$ cat config.mk
export PLATFORM = sky130hd
export DESIGN_NAME = i2c_unstick
export DESIGN_NICKNAME = d
export VERILOG_FILES = /design/src/rtl/i2c_unstick_pkg.sv /design/src/rtl/i2c_line_sync.sv /design/src/rtl/i2c_run_count.sv /design/src/rtl/i2c_hang_watch.sv /design/src/rtl/i2c_half_timer.sv /design/src/rtl/i2c_unstick.sv
export SDC_FILE = /design/constraint.sdc
export NUM_CORES = 1
export LEC_CHECK = 0
export ABC_CLOCK_PERIOD_IN_PS = 2600
export BUFFER_PORTS_ARGS = -buffer_cell sky130_fd_sc_hd__buf_4
export CORE_UTILIZATION = 30
export CTS_BUF_LIST = sky130_fd_sc_hd__clkbuf_16
export CTS_CLUSTER_DIAMETER = 120
export DETAILED_ROUTE_END_ITERATION = 10
export GPL_TIMING_DRIVEN = 0
export PLACE_DENSITY = 0.55
export SETUP_SLACK_MARGIN = 0.2
export SLEW_MARGIN = 40
export SYNTH_ARGS = -nofsm -noshare
export SYNTH_HDL_FRONTEND = slang
export SYNTH_SLANG_ARGS = --single-unit
$ cat constraint.sdc
create_clock -name clk -period 2.6 [get_ports clk]
set_input_delay 0.13 -clock clk [delete_from_list [all_inputs] [get_ports clk]]
set_output_delay 0.13 -clock clk [all_outputs]
set_load 0.05 [all_outputs]
$ cat src/rtl/i2c_unstick_pkg.sv
package i2c_unstick_pkg;

    typedef enum logic [2:0] {
        ST_IDLE,
        ST_PREP,
        ST_CLK_LO,
        ST_CLK_HI,
        ST_STOP_LO,
        ST_STOP_SU,
        ST_STOP_REL
    } rec_state_t;

endpackage

$ cat src/rtl/i2c_line_sync.sv
module i2c_line_sync #(
    parameter int unsigned STAGES = 2
) (
    input  logic       clk,
    input  logic       rst_n,
    input  logic [1:0] lines_in,
    output logic [1:0] lines_out
);
    logic [1:0] stage_q [STAGES];

    always_ff @(posedge clk or negedge rst_n) begin
        if (!rst_n) stage_q[0] <= 2'b11;
        else        stage_q[0] <= lines_in;
    end

    for (genvar i = 1; i < STAGES; i++) begin : g_stage
        always_ff @(posedge clk or negedge rst_n) begin
            if (!rst_n) stage_q[i] <= 2'b11;
            else        stage_q[i] <= stage_q[i-1];
        end
    end

    assign lines_out = stage_q[STAGES-1];
endmodule

$ cat src/rtl/i2c_run_count.sv
module i2c_run_count #(
    parameter int unsigned LIMIT = 100
) (
    input  logic clk,
    input  logic rst_n,
    input  logic cond,
    output logic hit
);
    localparam int unsigned W = $clog2(LIMIT + 1);
    logic [W-1:0] cnt;

    always_ff @(posedge clk or negedge rst_n) begin
        if (!rst_n)                  cnt <= '0;
        else if (!cond)              cnt <= '0;
        else if (cnt != W'(LIMIT))   cnt <= cnt + 1'b1;
    end

    assign hit = cond && (cnt == W'(LIMIT));

    // the run length never passes its limit
    assert_run_bound_R2: assert property (@(posedge clk) disable iff (!rst_n)
        cnt <= W'(LIMIT));
endmodule

$ cat src/rtl/i2c_hang_watch.sv
module i2c_hang_watch #(
    parameter int unsigned STRETCH_LIMIT = 5_000_000,
    parameter int unsigned SDA_LIMIT     = 5_000_000
) (
    input  logic clk,
    input  logic rst_n,
    input  logic enable,
    input  logic scl_s,
    input  logic sda_s,
    output logic hang
);
    logic scl_hit, sda_hit;

    i2c_run_count #(.LIMIT(STRETCH_LIMIT)) u_scl_run (
        .clk  (clk),
        .rst_n(rst_n),
        .cond (enable && !scl_s),
        .hit  (scl_hit)
    );

    i2c_run_count #(.LIMIT(SDA_LIMIT)) u_sda_run (
        .clk  (clk),
        .rst_n(rst_n),
        .cond (enable && scl_s && !sda_s),
        .hit  (sda_hit)
    );

    assign hang = scl_hit || sda_hit;

    // no hang is reported while the watcher is disabled
    assert_quiet_when_busy_R10: assert property (@(posedge clk) disable iff (!rst_n)
        !enable |-> !hang);
endmodule

$ cat src/rtl/i2c_half_timer.sv
module i2c_half_timer #(
    parameter int unsigned HALF_DIV = 1000
) (
    input  logic clk,
    input  logic rst_n,
    input  logic run,
    output logic tick
);
    localparam int unsigned TW = $clog2(HALF_DIV + 1);
    logic [TW-1:0] cnt;

    always_ff @(posedge clk or negedge rst_n) begin
        if (!rst_n)                          cnt <= '0;
        else if (!run)                       cnt <= '0;
        else if (cnt == TW'(HALF_DIV - 1))   cnt <= '0;
        else                                 cnt <= cnt + 1'b1;
    end

    assign tick = run && (cnt == TW'(HALF_DIV - 1));

    // the half-period counter stays inside its period
    assert_tick_bound_R11: assert property (@(posedge clk) disable iff (!rst_n)
        cnt < TW'(HALF_DIV));
endmodule

$ cat src/rtl/i2c_unstick.sv
module i2c_unstick
    import i2c_unstick_pkg::*;
#(
    parameter int unsigned HALF_DIV      = 1000,
    parameter int unsigned STRETCH_LIMIT = 5_000_000,
    parameter int unsigned SDA_LIMIT     = 5_000_000,
    parameter int unsigned PULSES        = 9,
    parameter int unsigned SYNC_STAGES   = 2
) (
    input  logic clk,
    input  logic rst_n,
    input  logic scl_in,
    input  logic sda_in,
    input  logic force_req,
    output logic scl_pull,
    output logic sda_pull,
    output logic busy,
    output logic done,
    output logic recovered,
    output logic failed,
    output logic sda_freed
);
    localparam int unsigned PW = $clog2(PULSES + 1);

    rec_state_t    state;
    logic [PW-1:0] pcnt;
    logic [1:0]    lines_s;
    logic          scl_s, sda_s;
    logic          hang, tick, start;

    i2c_line_sync #(.STAGES(SYNC_STAGES)) u_sync (
        .clk      (clk),
        .rst_n    (rst_n),
        .lines_in ({scl_in, sda_in}),
        .lines_out(lines_s)
    );
    assign scl_s = lines_s[1];
    assign sda_s = lines_s[0];

    i2c_hang_watch #(.STRETCH_LIMIT(STRETCH_LIMIT), .SDA_LIMIT(SDA_LIMIT)) u_watch (
        .clk   (clk),
        .rst_n (rst_n),
        .enable(!busy),
        .scl_s (scl_s),
        .sda_s (sda_s),
        .hang  (hang)
    );

    i2c_half_timer #(.HALF_DIV(HALF_DIV)) u_timer (
        .clk  (clk),
        .rst_n(rst_n),
        .run  (busy),
        .tick (tick)
    );

    assign busy  = (state != ST_IDLE);
    assign start = force_req || hang;

    // State register and the registers that travel with it
    always_ff @(posedge clk or negedge rst_n) begin
        if (!rst_n) begin
            state     <= ST_IDLE;
            pcnt      <= '0;
            done      <= 1'b0;
            recovered <= 1'b0;
            failed    <= 1'b0;
            sda_freed <= 1'b0;
        end else begin
            done <= 1'b0;
            unique case (state)
                ST_IDLE: if (start) begin
                    state     <= ST_PREP;
                    pcnt      <= '0;
                    recovered <= 1'b0;
                    failed    <= 1'b0;
                    sda_freed <= 1'b0;
                end
                ST_PREP:   if (tick) state <= ST_CLK_LO;
                ST_CLK_LO: if (tick) state <= ST_CLK_HI;
                ST_CLK_HI: if (tick) begin
                    pcnt <= pcnt + 1'b1;
                    if (sda_s || (pcnt == PW'(PULSES - 1))) begin
                        state     <= ST_STOP_LO;
                        sda_freed <= sda_s;
                    end else begin
                        state <= ST_CLK_LO;
                    end
                end
                ST_STOP_LO: if (tick) state <= ST_STOP_SU;
                ST_STOP_SU: if (tick) state <= ST_STOP_REL;
                ST_STOP_REL: if (tick) begin
                    state <= ST_IDLE;
                    done  <= 1'b1;
                    if (scl_s && sda_s) recovered <= 1'b1;
                    else                failed    <= 1'b1;
                end
                default: state <= ST_IDLE;
            endcase
        end
    end

    // Output decode: open-drain pull enables only
    always_comb begin
        scl_pull = 1'b0;
        sda_pull = 1'b0;
        unique case (state)
            ST_CLK_LO:  scl_pull = 1'b1;
            ST_STOP_LO: begin
                scl_pull = 1'b1;
                sda_pull = 1'b1;
            end
            ST_STOP_SU: sda_pull = 1'b1;
            default: ;
        endcase
    end

    assert_done_pulse_R9: assert property (@(posedge clk) disable iff (!rst_n)
        done |=> !done);
    assert_busy_end_R9: assert property (@(posedge clk) disable iff (!rst_n)
        $fell(busy) |-> done);
    assert_start_cause_R4: assert property (@(posedge clk) disable iff (!rst_n)
        $rose(busy) |-> $past(force_req || hang));
    assert_result_excl_R8: assert property (@(posedge clk) disable iff (!rst_n)
        !(recovered && failed));
    assert_result_hold_R8: assert property (@(posedge clk) disable iff (!rst_n)
        (!busy && $past(!busy)) |-> ($stable(recovered) && $stable(failed)));
    assert_pulse_cap_R5: assert property (@(posedge clk) disable iff (!rst_n)
        pcnt <= PW'(PULSES));
    assert_stop_order_R7: assert property (@(posedge clk) disable iff (!rst_n)
        (state == ST_STOP_REL) |-> ($past(state) == ST_STOP_SU || $past(state) == ST_STOP_REL));
endmodule

==> results_dict.tcl <==
set metrics [dict create \
    power_density_relative_to_cell_area_mw_per_mm2 621.5 \
    finalSetupViolations 0 \
    post-cts-setup-buffers 0 \
    finalClockSkew_ps 4.585 \
    critical_path.cell_chain "inv_1 -> ha_1 -> nor4bb_1 -> nand4_1 -> nor3_4 -> o22ai_2 -> a221o_1" \
    hpwlAfterDp_um 4676 \
    remaining_drc_errors 0 \
    drv_cap 0 \
    vias_per_cell 4.826 \
    slowest_cell_on_the_critical_path "sky130_fd_sc_hd__dfrtp_1" \
    syn-cell-area_mm2 0.003588 \
    layout.area.seq_mm2 0.001782 \
    run_status "finished, final reports clean" \
    slew_headroom_pct 52.43 \
    clk_transition_reported_paths_ps 60 \
    hold_fails_final_rpt 0 \
    kind_of_critical_path "reg2reg" \
    postPlaceCellArea_mm2 0.003854 \
    worst-endpoint-arrival_ps 2440 \
    hold_path_class "in2reg" \
    fin_setup_tns_ps 0 \
    library_cells_used_by_synthesis 52 \
    grt_pass1_vias 2549 \
    insertion_delay_ps 330 \
    prevailing_post_synth_register_cell "sky130_fd_sc_hd__dfrtp_1" \
    grt_max_degree 72 \
    total_routing_usage_gr_pct 12.47 \
    starting_density_pct 31.16 \
    overall_die_area_mm2 0.01240 \
    detail_route.wl_per_cell_um 12.90 \
    clock-sinks 71 \
    postSynthNetCount 368 \
    drive_gt1_share_pct 13.21 \
    async_reset_ff_share_pct 100.0 \
    slowest_cell_delay_on_critical_path_ps 400 \
    finalNetCount 393 \
    synthDominantAreaCellType "sky130_fd_sc_hd__dfrtp_1" \
    post_synth_inst_count 356 \
    design.portCount 12 \
    ctsResizeCount 0 \
    numCtsBuffers 9 \
    tightestPinTransition_ps 707.0 \
    cts_tree "yes" \
    synth.avg_cell_area_um2 10.08 \
    finalCritPeriodShare_pct 85.39 \
    grt_setup_unrepaired "false" \
    chipWidth_um 111.4 \
    num-fill-cells 1134 \
    die_height_um 111.4 \
    gp_routability_congestion 0.7656 \
    cp-start-kind "register" \
    drt_wl_total_um 6823 \
    antenna_violating_nets_post_route 0 \
    layout.cell_area.non_filler_mm2 0.004244 \
    critPathMaxFanout 4 \
    area_of_combinational_cells_with_multiple_inputs_mm2 0.001718 \
    clk_root_buffer_cell "sky130_fd_sc_hd__clkbuf_16" \
    n_antenna_cell 0 \
    synth_top_area_share_pct 46.72 \
    synth.yosys.seq_area_share_pct 49.65 \
    worstSetupEndpointType "register" \
    synthToLayoutAreaGrowth_pct 18.27 \
    grt_first_pass_wirelength_um 12190 \
    cts_buffer_depth 2 \
    layout_min_cycle_time_ps 2220 \
    fp.coreArea_mm2 0.01152 \
    crit_required_ps 2820 \
    yosys_register_bits 71 \
    overall_overflow_remaining_after_global_route 0 \
    cts-htree-levels 3 \
    initial_antenna_violation_count 0 \
    synth_edf_count 0 \
    static-leakage-power_uw 0.001712 \
    drt-pass1-iter-count 4 \
    drt_iter0_markers 148 \
    vdd.ir_drop.worst_mv 0.2684 \
    synth_warnings 0 \
    finalMaxSlewViolations 0 \
    timing.fmax_mhz 450.4 \
    rows 39 \
    synth.area.top_cells "sky130_fd_sc_hd__dfrtp_1 47%, sky130_fd_sc_hd__xor2_1 7.3%, sky130_fd_sc_hd__nor2_1 6.6%, sky130_fd_sc_hd__xnor2_1 4.1%, sky130_fd_sc_hd__dfstp_2 2.9%" \
    detailroute.via_count 2553 \
    placement.io_buffers 11 \
]
==> flip-flops by register name, summed over array words and instances, names as in the netlist <==
signal,count
u_watch.u_scl_run.cnt,23
pcnt,4
u_sync.lines_out,2
state,3
done,1
u_sync.stage_q,2
u_watch.u_sda_run.cnt,23
recovered,1
u_timer.cnt,10
failed,1
sda_freed,1
==> per-layer routing <==
| metal | track usage [%] | vias up | share of wire [%] |
|---|---|---|---|
| li1 | - | 1287 | - |
| met1 | 16.25 | 1233 | 50 |
| met2 | 19.33 | 20 | 45 |
| met3 | 2.341 | 13 | 2.5 |
| met4 | 7.477 | 0 | 2.6 |
| met5 | 0 | - | 0 |
==> final timing paths <==
kind / startpoint / end / slack, ps / cells after the start
max: u_watch.u_sda_run.cnt[0] / pcnt[3] / 380 / 7
min in group asynchronous: rst_n / u_watch.u_sda_run.cnt[11] / 370 / 2
min reg2reg: u_sync.stage_q[2] / u_sync.lines_out[0] / 360 / 0
max reg2reg: u_watch.u_sda_run.cnt[0] / pcnt[3] / 380 / 7
max in group asynchronous: rst_n / u_timer.cnt[7] / 1780 / 2
min: force_req / recovered / 300 / 5
==> cells in the mapped netlist (7+ instances only) <==
cell and number:
sky130_fd_sc_hd__xor2_1 30, sky130_fd_sc_hd__inv_1 14, sky130_fd_sc_hd__ha_1 7, sky130_fd_sc_hd__nand2_1 22, sky130_fd_sc_hd__dfrtp_1 67, sky130_fd_sc_hd__nand3_1 19, sky130_fd_sc_hd__nor2_1 63, sky130_fd_sc_hd__and3_1 8
sky130_fd_sc_hd__nand4_1 15, sky130_fd_sc_hd__xnor2_1 17, sky130_fd_sc_hd__o21ai_0 13, sky130_fd_sc_hd__nor3_1 7
==> stage by stage <==
stage / cells / worst slack, ps / utilization, % / hold WS [ps] / power [uW]
finish: 529 / 379.8 / 36.85 / 299.7 / 2638
global route: 529 / 256.4 / 36.85 / 327.1 / 2730
CTS: 529 / 347.6 / 36.85 / 303.3 / 2678
detailed placement: 510 / 361.7 / 33.46 / 195.5 / 1164
global placement: 510 / 358.9 / 33.43 / 239.6 / 1163
floorplan: 356 / 724.7 / - / -165.6 / 1134
==> power breakdown <==
part / switching (uW) / leakage (uW) / internal, uW
sequential: 3.15 / 0.000954 / 1110
combinational: 22.7 / 0.000588 / 8.18
clock: 465 / 0.000171 / 1030
==> timing repair <==
item                                    in CTS  in global routing
endpoints found under the setup margin       0                  0
hold buffers                                 3                  0
endpoints found under the hold margin       69                  0
==> placed cells by master (no fill, tap or decap), drive strengths merged, types with 3 or more instances in the layout <==
cell type	synthesis	routed
dfrtp	67	67
nor2	63	63
xor2	30	30
nand2	22	22
nand3	19	19
xnor2	17	17
nand4	16	16
inv	14	14
buf	3	14
clkbuf	5	14
o21ai	13	13
and3	9	9
nor3	9	9
ha	7	7
or3	6	6
a21oi	6	6
and4	5	5
nor3b	4	4
bufinv	0	4
dfstp	4	4
nor4b	4	4
nor4	4	4
mux2i	3	3
dlygate4sd3	0	3
==> cell type report <==
class / instances / area share [%]
tap: 143 / 4.216
timing repair buffer: 14 / 2.742
inverter: 14 / 1.238
clock buffer: 9 / 5.307
sequential: 71 / 41.98
multi-input combinational: 263 / 40.48
clock inverter: 7 / 3.184
buffer: 8 / 0.8550
==> kinds of logic (layout without fill, tap and decap cells) <==
kind of cell	Yosys count	after routing	synth area share, %
XOR/XNOR	47	47	11.47
AND/OR/NAND/NOR	173	173	26.78
AO/OA/AOI/OAI	31	31	5.718
adder cells (fa/ha/maj)	7	7	2.441
flip-flops	71	71	49.65
buffers and inverters	22	52	2.475
multiplexers	5	5	1.464
==> worst max-delay path: cells and delay by family (launching register included) <==
family | cells | cell delay [ps]
DFF | 1 | 400
AOI/OAI and AO/OA | 2 | 530
buffers and inverters | 1 | 100
and+or+nand+nor | 3 | 920
adders and majority gates | 1 | 150
Note: power is estimated with default switching activity, not from simulation.
